## src/rtl/ide_card_pkg.sv

```systemverilog
package ide_card_pkg;

    typedef enum logic [1:0] {
        ST_IDLE   = 2'd0,
        ST_STROBE = 2'd1,
        ST_DONE   = 2'd2
    } acc_state_t;

    typedef enum logic [2:0] {
        TGT_NONE     = 3'd0,
        TGT_SELECT   = 3'd1,
        TGT_IDENT    = 3'd2,
        TGT_TASKFILE = 3'd3,
        TGT_DEVCTL   = 3'd4,
        TGT_IRQMASK  = 3'd5,
        TGT_IRQSTAT  = 3'd6
    } target_t;

endpackage

```

## src/rtl/ide_card_access_fsm.sv

```systemverilog
module ide_card_access_fsm
    import ide_card_pkg::*;
#(
    parameter int ADDR_W = 14,
    parameter int DATA_W = 8
) (
    input  logic              clk,
    input  logic              rst_n,
    input  logic              bus_req,
    input  logic              bus_we,
    input  logic              bus_fast,
    input  logic [ADDR_W-1:0] bus_addr,
    input  logic [DATA_W-1:0] bus_wdata,
    output logic              in_strobe,
    output logic              in_done,
    output logic              cap_we,
    output logic              cap_fast,
    output logic [ADDR_W-1:0] cap_addr,
    output logic [DATA_W-1:0] cap_wdata
);

    acc_state_t state_q, state_d;

    // next-state logic
    always_comb begin
        state_d = state_q;
        unique case (state_q)
            ST_IDLE:   if (bus_req) state_d = ST_STROBE;
            ST_STROBE: state_d = ST_DONE;
            ST_DONE:   state_d = ST_IDLE;
            default:   state_d = ST_IDLE;
        endcase
    end

    // state register and access capture
    always_ff @(posedge clk or negedge rst_n) begin
        if (!rst_n) begin
            state_q   <= ST_IDLE;
            cap_we    <= 1'b0;
            cap_fast  <= 1'b0;
            cap_addr  <= '0;
            cap_wdata <= '0;
        end else begin
            state_q <= state_d;
            if (state_q == ST_IDLE && bus_req) begin
                cap_we    <= bus_we;
                cap_fast  <= bus_fast;
                cap_addr  <= bus_addr;
                cap_wdata <= bus_wdata;
            end
        end
    end

    // outputs
    always_comb begin
        in_strobe = 1'b0;
        in_done   = 1'b0;
        unique case (state_q)
            ST_IDLE:   ;
            ST_STROBE: in_strobe = 1'b1;
            ST_DONE:   in_done   = 1'b1;
            default:   ;
        endcase
    end

    // the ack lasts a single cycle
    assert_ack_single_R11: assert property (@(posedge clk) disable iff (!rst_n)
        in_done |=> !in_done);

    // a strobe phase is always followed by the ack
    assert_strobe_then_ack_R11: assert property (@(posedge clk) disable iff (!rst_n)
        in_strobe |=> in_done);

endmodule

```

## src/rtl/ide_card_decode.sv

```systemverilog
module ide_card_decode
    import ide_card_pkg::*;
#(
    parameter int ADDR_W    = 14,
    parameter int NUM_CH    = 2,
    parameter int CH_W      = 1,
    parameter int STEP      = 6,
    parameter int TF_REGS   = 8,
    parameter int IDX_W     = 3,
    parameter int CH_BASE0  = 'h2000,
    parameter int CH_STRIDE = 'h1000,
    parameter int CTL_OFF   = 'h380,
    parameter int MASK_OFF  = 'h200,
    parameter int STAT_OFF  = 'h290,
    parameter int ID_BASE   = 'h2280,
    parameter int ID_BITS   = 4,
    parameter int ID_IDX_W  = 2
) (
    input  logic                fast,
    input  logic [ADDR_W-1:0]   addr,
    input  logic                dev_open,
    output target_t             tgt,
    output logic [CH_W-1:0]     ch_idx,
    output logic [IDX_W-1:0]    tf_idx,
    output logic [ID_IDX_W-1:0] id_idx
);

    localparam logic [ADDR_W-1:0] TF_SPAN = ADDR_W'(TF_REGS << STEP);
    localparam logic [ADDR_W-1:0] ID_AT   = ADDR_W'(ID_BASE);
    localparam logic [ADDR_W-1:0] ID_SPAN = ADDR_W'(ID_BITS * 4);
    localparam logic [ADDR_W-1:0] WIN     = ADDR_W'(CH_STRIDE);

    logic [NUM_CH-1:0] tf_hit, ctl_hit, mask_hit, stat_hit;
    logic [IDX_W-1:0]  ch_tf_idx [NUM_CH];

    // per-channel window decode
    for (genvar c = 0; c < NUM_CH; c++) begin : g_win
        localparam logic [ADDR_W-1:0] BASE = ADDR_W'(CH_BASE0 + c * CH_STRIDE);
        logic [ADDR_W-1:0] off;
        logic              in_win;
        assign off           = addr - BASE;
        assign in_win        = (addr >= BASE) && (off < WIN);
        assign tf_hit[c]     = in_win && (off < TF_SPAN) && (off[STEP-1:0] == '0);
        assign ctl_hit[c]    = in_win && (off == ADDR_W'(CTL_OFF));
        assign mask_hit[c]   = in_win && (off == ADDR_W'(MASK_OFF));
        assign stat_hit[c]   = in_win && (off == ADDR_W'(STAT_OFF));
        assign ch_tf_idx[c]  = off[STEP +: IDX_W];
    end

    // board identification bits in the control region
    logic [ADDR_W-1:0] id_off;
    logic              id_hit;
    assign id_off = addr - ID_AT;
    assign id_hit = (addr >= ID_AT) && (id_off < ID_SPAN) && (id_off[1:0] == 2'b00);
    assign id_idx = id_off[2 +: ID_IDX_W];

    always_comb begin
        tgt    = TGT_NONE;
        ch_idx = '0;
        tf_idx = '0;
        if (!fast) begin
            if (addr == '0)  tgt = TGT_SELECT;
            else if (id_hit) tgt = TGT_IDENT;
        end else if (dev_open) begin
            for (int c = 0; c < NUM_CH; c++) begin
                if (tgt == TGT_NONE) begin
                    if (tf_hit[c]) begin
                        tgt    = TGT_TASKFILE;
                        ch_idx = CH_W'(c);
                        tf_idx = ch_tf_idx[c];
                    end else if (ctl_hit[c]) begin
                        tgt    = TGT_DEVCTL;
                        ch_idx = CH_W'(c);
                    end else if (mask_hit[c]) begin
                        tgt    = TGT_IRQMASK;
                        ch_idx = CH_W'(c);
                    end else if (stat_hit[c]) begin
                        tgt    = TGT_IRQSTAT;
                        ch_idx = CH_W'(c);
                    end
                end
            end
        end
    end

endmodule

```

## src/rtl/ide_card_irq_ctl.sv

```systemverilog
module ide_card_irq_ctl #(
    parameter int NUM_CH      = 2,
    parameter int SYNC_STAGES = 2
) (
    input  logic              clk,
    input  logic              rst_n,
    input  logic [NUM_CH-1:0] drv_irq,
    input  logic [NUM_CH-1:0] set_en,
    input  logic [NUM_CH-1:0] clr_en,
    output logic [NUM_CH-1:0] pend,
    output logic [NUM_CH-1:0] en,
    output logic              card_irq
);

    for (genvar c = 0; c < NUM_CH; c++) begin : g_chan
        logic [SYNC_STAGES-1:0] sync_q;

        always_ff @(posedge clk or negedge rst_n) begin
            if (!rst_n) sync_q <= '0;
            else        sync_q <= {sync_q[SYNC_STAGES-2:0], drv_irq[c]};
        end
        assign pend[c] = sync_q[SYNC_STAGES-1];

        // a read clears; a write sets; both cannot occur in one access
        always_ff @(posedge clk or negedge rst_n) begin
            if (!rst_n)         en[c] <= 1'b0;
            else if (clr_en[c]) en[c] <= 1'b0;
            else if (set_en[c]) en[c] <= 1'b1;
        end

        // a read of the mask location leaves the enable clear
        assert_read_clears_R7: assert property (@(posedge clk) disable iff (!rst_n)
            clr_en[c] |=> !en[c]);

        // with no mask access the enable keeps its value
        assert_enable_hold_R7: assert property (@(posedge clk) disable iff (!rst_n)
            !(set_en[c] || clr_en[c]) |=> $stable(en[c]));
    end

    assign card_irq = |(pend & en);

    if (SYNC_STAGES == 2) begin : g_lat_chk
        // the card line is driven only by interrupts applied two edges earlier
        assert_irq_latency_R9: assert property (@(posedge clk) disable iff (!rst_n)
            card_irq |-> |(en & $past(drv_irq, 2)));
    end

endmodule

```

## src/rtl/ide_dual_card_if.sv

```systemverilog
module ide_dual_card_if
    import ide_card_pkg::*;
#(
    parameter int ADDR_W      = 14,
    parameter int DATA_W      = 8,
    parameter int NUM_CH      = 2,
    parameter int STEP        = 6,
    parameter int TF_REGS     = 8,
    parameter int CH_BASE0    = 'h2000,
    parameter int CH_STRIDE   = 'h1000,
    parameter int CTL_OFF     = 'h380,
    parameter int MASK_OFF    = 'h200,
    parameter int STAT_OFF    = 'h290,
    parameter int ID_BASE     = 'h2280,
    parameter int ID_BITS     = 4,
    parameter int BOARD_ID    = 3,
    parameter int OPEN_BIT    = 5,
    parameter int SYNC_STAGES = 2
) (
    input  logic                       clk,
    input  logic                       rst_n,
    input  logic                       bus_req,
    input  logic                       bus_we,
    input  logic                       bus_fast,
    input  logic [ADDR_W-1:0]          bus_addr,
    input  logic [DATA_W-1:0]          bus_wdata,
    output logic                       bus_ack,
    output logic [DATA_W-1:0]          bus_rdata,
    output logic [NUM_CH-1:0]          tf_cs,
    output logic [NUM_CH-1:0]          ctl_cs,
    output logic [$clog2(TF_REGS)-1:0] dev_reg,
    output logic                       dev_wr,
    output logic [DATA_W-1:0]          dev_wdata,
    input  logic [DATA_W-1:0]          dev_rdata,
    input  logic [NUM_CH-1:0]          drv_irq,
    output logic                       card_irq,
    output logic                       dma_chan
);

    localparam int CH_W     = (NUM_CH > 1) ? $clog2(NUM_CH) : 1;
    localparam int IDX_W    = $clog2(TF_REGS);
    localparam int ID_IDX_W = $clog2(ID_BITS);
    localparam logic [ID_BITS-1:0] BOARD_VAL = ID_BITS'(BOARD_ID);

    logic              in_strobe, in_done, cap_we, cap_fast;
    logic [ADDR_W-1:0] cap_addr;
    logic [DATA_W-1:0] cap_wdata;
    logic [DATA_W-1:0] sel_q, rd_val, rdata_q;
    target_t           tgt;
    logic [CH_W-1:0]     ch_idx;
    logic [IDX_W-1:0]    tf_idx;
    logic [ID_IDX_W-1:0] id_idx;
    logic [NUM_CH-1:0]   set_en, clr_en, pend, en;

    ide_card_access_fsm #(.ADDR_W(ADDR_W), .DATA_W(DATA_W)) u_fsm (
        .clk       (clk),
        .rst_n     (rst_n),
        .bus_req   (bus_req),
        .bus_we    (bus_we),
        .bus_fast  (bus_fast),
        .bus_addr  (bus_addr),
        .bus_wdata (bus_wdata),
        .in_strobe (in_strobe),
        .in_done   (in_done),
        .cap_we    (cap_we),
        .cap_fast  (cap_fast),
        .cap_addr  (cap_addr),
        .cap_wdata (cap_wdata)
    );

    ide_card_decode #(
        .ADDR_W(ADDR_W), .NUM_CH(NUM_CH), .CH_W(CH_W), .STEP(STEP),
        .TF_REGS(TF_REGS), .IDX_W(IDX_W), .CH_BASE0(CH_BASE0),
        .CH_STRIDE(CH_STRIDE), .CTL_OFF(CTL_OFF), .MASK_OFF(MASK_OFF),
        .STAT_OFF(STAT_OFF), .ID_BASE(ID_BASE), .ID_BITS(ID_BITS),
        .ID_IDX_W(ID_IDX_W)
    ) u_dec (
        .fast     (cap_fast),
        .addr     (cap_addr),
        .dev_open (sel_q[OPEN_BIT]),
        .tgt      (tgt),
        .ch_idx   (ch_idx),
        .tf_idx   (tf_idx),
        .id_idx   (id_idx)
    );

    ide_card_irq_ctl #(.NUM_CH(NUM_CH), .SYNC_STAGES(SYNC_STAGES)) u_irq (
        .clk      (clk),
        .rst_n    (rst_n),
        .drv_irq  (drv_irq),
        .set_en   (set_en),
        .clr_en   (clr_en),
        .pend     (pend),
        .en       (en),
        .card_irq (card_irq)
    );

    // per-channel strobes and enable requests
    for (genvar c = 0; c < NUM_CH; c++) begin : g_strobe
        logic mine;
        assign mine      = in_strobe && (ch_idx == CH_W'(c));
        assign tf_cs[c]  = mine && (tgt == TGT_TASKFILE);
        assign ctl_cs[c] = mine && (tgt == TGT_DEVCTL);
        assign set_en[c] = mine && (tgt == TGT_IRQMASK) && cap_we;
        assign clr_en[c] = mine && (tgt == TGT_IRQMASK) && !cap_we;
    end

    assign dev_reg   = in_strobe ? tf_idx    : '0;
    assign dev_wr    = in_strobe && cap_we;
    assign dev_wdata = in_strobe ? cap_wdata : '0;

    // select register
    always_ff @(posedge clk or negedge rst_n) begin
        if (!rst_n)                                   sel_q <= '0;
        else if (in_strobe && cap_we && tgt == TGT_SELECT) sel_q <= cap_wdata;
    end
    assign dma_chan = sel_q[0];

    // read data selection
    always_comb begin
        rd_val = '0;
        unique case (tgt)
            TGT_SELECT:   rd_val = sel_q;
            TGT_IDENT:    rd_val = DATA_W'(BOARD_VAL[id_idx]);
            TGT_TASKFILE: rd_val = dev_rdata;
            TGT_DEVCTL:   rd_val = dev_rdata;
            TGT_IRQSTAT:  rd_val = DATA_W'(pend[ch_idx]);
            default:      rd_val = '0;
        endcase
    end

    always_ff @(posedge clk or negedge rst_n) begin
        if (!rst_n)         rdata_q <= '0;
        else if (in_strobe) rdata_q <= cap_we ? '0 : rd_val;
    end

    assign bus_rdata = rdata_q;
    assign bus_ack   = in_done;

    // at most one drive strobe at a time
    assert_one_strobe_R5: assert property (@(posedge clk) disable iff (!rst_n)
        $onehot0({tf_cs, ctl_cs}));

    // a closed device region yields no drive strobe
    assert_closed_region_R4: assert property (@(posedge clk) disable iff (!rst_n)
        !sel_q[OPEN_BIT] |-> ({tf_cs, ctl_cs} == '0));

    // strobes appear only between request and ack
    assert_strobe_window_R11: assert property (@(posedge clk) disable iff (!rst_n)
        (|{tf_cs, ctl_cs}) |=> bus_ack);

endmodule

```

## config.mk

```make
export PLATFORM = sky130hd
export DESIGN_NAME = ide_dual_card_if
export DESIGN_NICKNAME = d
export VERILOG_FILES = /design/src/rtl/ide_card_pkg.sv /design/src/rtl/ide_card_access_fsm.sv /design/src/rtl/ide_card_decode.sv /design/src/rtl/ide_card_irq_ctl.sv /design/src/rtl/ide_dual_card_if.sv
export SDC_FILE = /design/constraint.sdc
export NUM_CORES = 1
export LEC_CHECK = 0
export BUFFER_PORTS_ARGS = -buffer_cell sky130_fd_sc_hd__clkbuf_2
export CAP_MARGIN = 20
export CORE_MARGIN = 2
export CORE_UTILIZATION = 45
export CTS_CLUSTER_SIZE = 25
export DETAILED_ROUTE_END_ITERATION = 12
export GPL_TIMING_DRIVEN = 0
export PLACE_DENSITY_LB_ADDON = 0.05
export RECOVER_POWER = 25
export SLEW_MARGIN = 10
export SYNTH_ARGS = -nofsm -noshare
export SYNTH_HDL_FRONTEND = slang
export SYNTH_SLANG_ARGS = --single-unit
```

## constraint.sdc

```tcl
create_clock -name clk -period 4.2 [get_ports clk]
set_input_delay 0.42 -clock clk [delete_from_list [all_inputs] [get_ports clk]]
set_output_delay 0.42 -clock clk [all_outputs]
set_load 0.05 [all_outputs]
```

==> run metrics <==
Synth Register Bits=48; layout net count=364; most frequent CP cell=inv_1; critical path arrival=approximately 3 ns; R2R Path End=bus_rdata[5]$_DFFE_PN0N_; clk_lat worst skew=0.29 ns; RSZ-0062 raised after global routing=no; Slowest-stage cell, CP=or4_1; Max Root-Sink Buffers=2; cell family with most CP delay=simple AND/OR/NAND/NOR gates; syn_area_per_cell=10.86 µm²; Simple-Gate Fraction of Synth Area=0.2068; Synth Net Count=between 200 and 300; largest net degree at the start of global routing=26; top-count cell post-synth=dfrtp_1; Peak VDD IR=between 0.15 and 0.2 mV; area of the core=a little under 6000 µm²; total number of vias=2240; clock slew at reported path FFs=0.09 ns; Max Clock Skew=between 0.007 and 0.008 ns; CTS tree=done; die width=81.52 µm; Final Setup Violations=0; via/cell ratio=5.671; antenna cell count=0; row count=28; CP Cell Sequence=inv_1, ha_1, inv_1, a21o_1, or4_1, o31a_1, nor2_1, inv_1, nor2_1, clkbuf_2; CTS Root Cell=clkbuf_8; Post-synth top cells=dfrtp_1, mux2_2, nand2_1; gr usage total=0.2108; DIE AREA=~6600 µm²; yosys synthesis warning count=0; Final Critical Period=about 3.4 ns; RR Startpoint=u_fsm.cap_addr[8]$_DFFE_PN0P_; Clock Sinks=48; MaxCap Viol Count=0; TritonCTS Buffers=5; DRC=0; IO Count=64; Startpoint Class=flip-flop; mux cell area share after synthesis=0.1286; initial antenna violation count=0; Area contributors post-synth=dfrtp_1, mux2_2, ha_1; critical path data required time=3.78 ns; Buffers on Ports=63; worst slew pin tran=1.335 ns; critical path endpoint category=output port; die height=81.52 µm; fraction of registers with async set/reset=1.000; Fin. Hold Viols=0; post-CTS setup buffer count=0; area delta synth->final=18.23%; gr ovfl total=0; largest area contributor in the netlist=dfrtp_1; # resized after CTS=0; crit share post-route=0.8130; post-route ant nets=0; Starting Density=0.4621; WL per Instance=roughly 16 µm; FF-to-FF path depth=9; Worst Path Max Fanout=6; CP bufs+invs=4; vias in the first global route=2133; Rel. slew slack=0.1103; Pre-antenna DRT Iters=5; post-synthesis xor/xnor area fraction=0.009255; initial detailed-routing violation count=129; f_max=292.8 MHz; CP max stage delay=0.54 ns; final worst hold slack=0.2324 ns; combinational family with the most area after synthesis=simple AND/OR/NAND/NOR gates; Mapped Area=2704 µm²; fraction of layout cells with a size suffix above 1=0.3781; outcome=finished clean; final RePlAce weighted congestion=0.8724; H-tree depth=2; WL final=about 6500 µm; Seq/Total Area, Yosys=0.4442; Adder-Cell Fraction of Synth Area=0.03239; Cell Pwr Density=369.8 nW/µm²; EDFF count, synth=0; top_reg_cell synth=dfrtp_1; # fillers=between 500 and 600; Detail Placement HPWL=4962 µm; Netlist cell types=66; Pins Over Slew Limit=0; FF-to-FF setup slack=1.51 ns; Leak=1.426 nW; # hold bufs at CTS=0; worst hold path endpoint=u_irq.g_chan[0].sync_q[0]$_DFF_PN0_; Synth Area in Compound Gates=0.1504; Synth top area share=0.4442; Hold WC Path Type=input pin to flip-flop; Syn Inst Count=roughly 250; global-route wire length before repair=10610 µm; hold depth=1; final setup TNS=0 ns; Crit Path Class=flip-flop to output port; HP Start=drv_irq[0]
per-layer routing:
layer,wire length [µm],global-route usage,up-vias
met5,0,0,-
met4,33,0.04915,0
met3,271,0.03956,2
met2,3146,0.3402,60
met1,3032,0.2948,1108
li1,-,-,1070
where the power goes:
group	total [mW]	leakage [nW]	switching [mW]	internal, mW
clock	0.268	0.0400	0.155	0.113
combinational	0.308	0.779	0.180	0.128
sequential	0.606	0.606	0.0808	0.526
logic make-up (layout without fill, tap and decap cells):
group,after synthesis,after routing
and+or+nand+nor,89,89
AOI/OAI and AO/OA,54,54
DFF,48,48
muxes,31,31
buffers and inverters,18,89
adders and majority gates,7,7
xor gates and xnor gates,2,2
worst register-to-register path: stages (launching register included):
cell and delay, ns:
dfrtp_1 0.45, inv_1 0.22, ha_1 0.27, nor3b_1 0.33, nand4_1 0.20, o22ai_1 0.28, a31o_1 0.24, mux2i_1 0.09
o21ai_2 0.34, a22oi_1 0.16
per-stage QoR:
stage	power (mW)	area [µm²]	worst slack (ns)	instances	utilization
CTS	1.199	3214	0.7659	395	0.5494
global route	1.260	3197	0.5095	395	0.5464
detailed placement	0.9288	3133	1.111	388	0.5355
finish	1.182	3197	0.7853	395	0.5464
floorplan	0.8252	2704	1.158	249	-
global placement	0.9213	3113	1.073	387	0.5321
sequential cells by signal (all words and copies together), names as in the netlist:
register and cells:
u_fsm.cap_fast 1, u_irq.g_chan.sync_q 4, u_fsm.cap_wdata 8, u_fsm.cap_addr 14
sel_q 8, u_fsm.cap_we 1, u_irq.en 2, bus_rdata 8
u_fsm.state_q 2
cell type report:
type	instances	area, µm²	area share
Multi-Input combinational cell	183	1426	0.4462
Sequential cell	48	1201	0.3757
Timing Repair Buffer	64	317.8	0.09941
Tap cell	75	93.84	0.02935
Clock buffer	5	68.82	0.02153
Buffer	8	38.79	0.01213
Inverter	10	37.54	0.01174
Clock inverter	2	12.51	0.003914
worst max path at each step:
stage,startpoint,to,slack [ns],cells after the start
global placement,u_fsm.cap_addr[12]$_DFFE_PN0P_,tf_cs[0],1.07,10
CTS,u_fsm.cap_addr[12]$_DFFE_PN0P_,tf_cs[0],0.77,10
floorplan,u_fsm.cap_addr[3]$_DFFE_PN0P_,ctl_cs[0],1.16,6
finish,u_fsm.cap_addr[12]$_DFFE_PN0P_,tf_cs[0],0.79,10
global route,u_fsm.cap_addr[8]$_DFFE_PN0P_,tf_cs[0],0.51,10
detailed placement,u_fsm.cap_addr[12]$_DFFE_PN0P_,tf_cs[0],1.11,10
placed cells by master (no fill, tap or decap), types with 3 or more instances in the layout:
master and n:
mux2_2 28, nand4_1 7, clkbuf_8 5, clkbuf_1 7, inv_1 10, a21oi_1 7, nor2_1 12, nand2_1 23
ha_1 7, a31oi_1 4, and2_1 10, clkbuf_2 62, a21boi_0 3, nor4_1 4, a22oi_1 4, dfrtp_1 48
a222oi_1 4, nand3_1 4, o21ai_0 9, o32ai_1 3
Power figures use the tool's default switching activity.
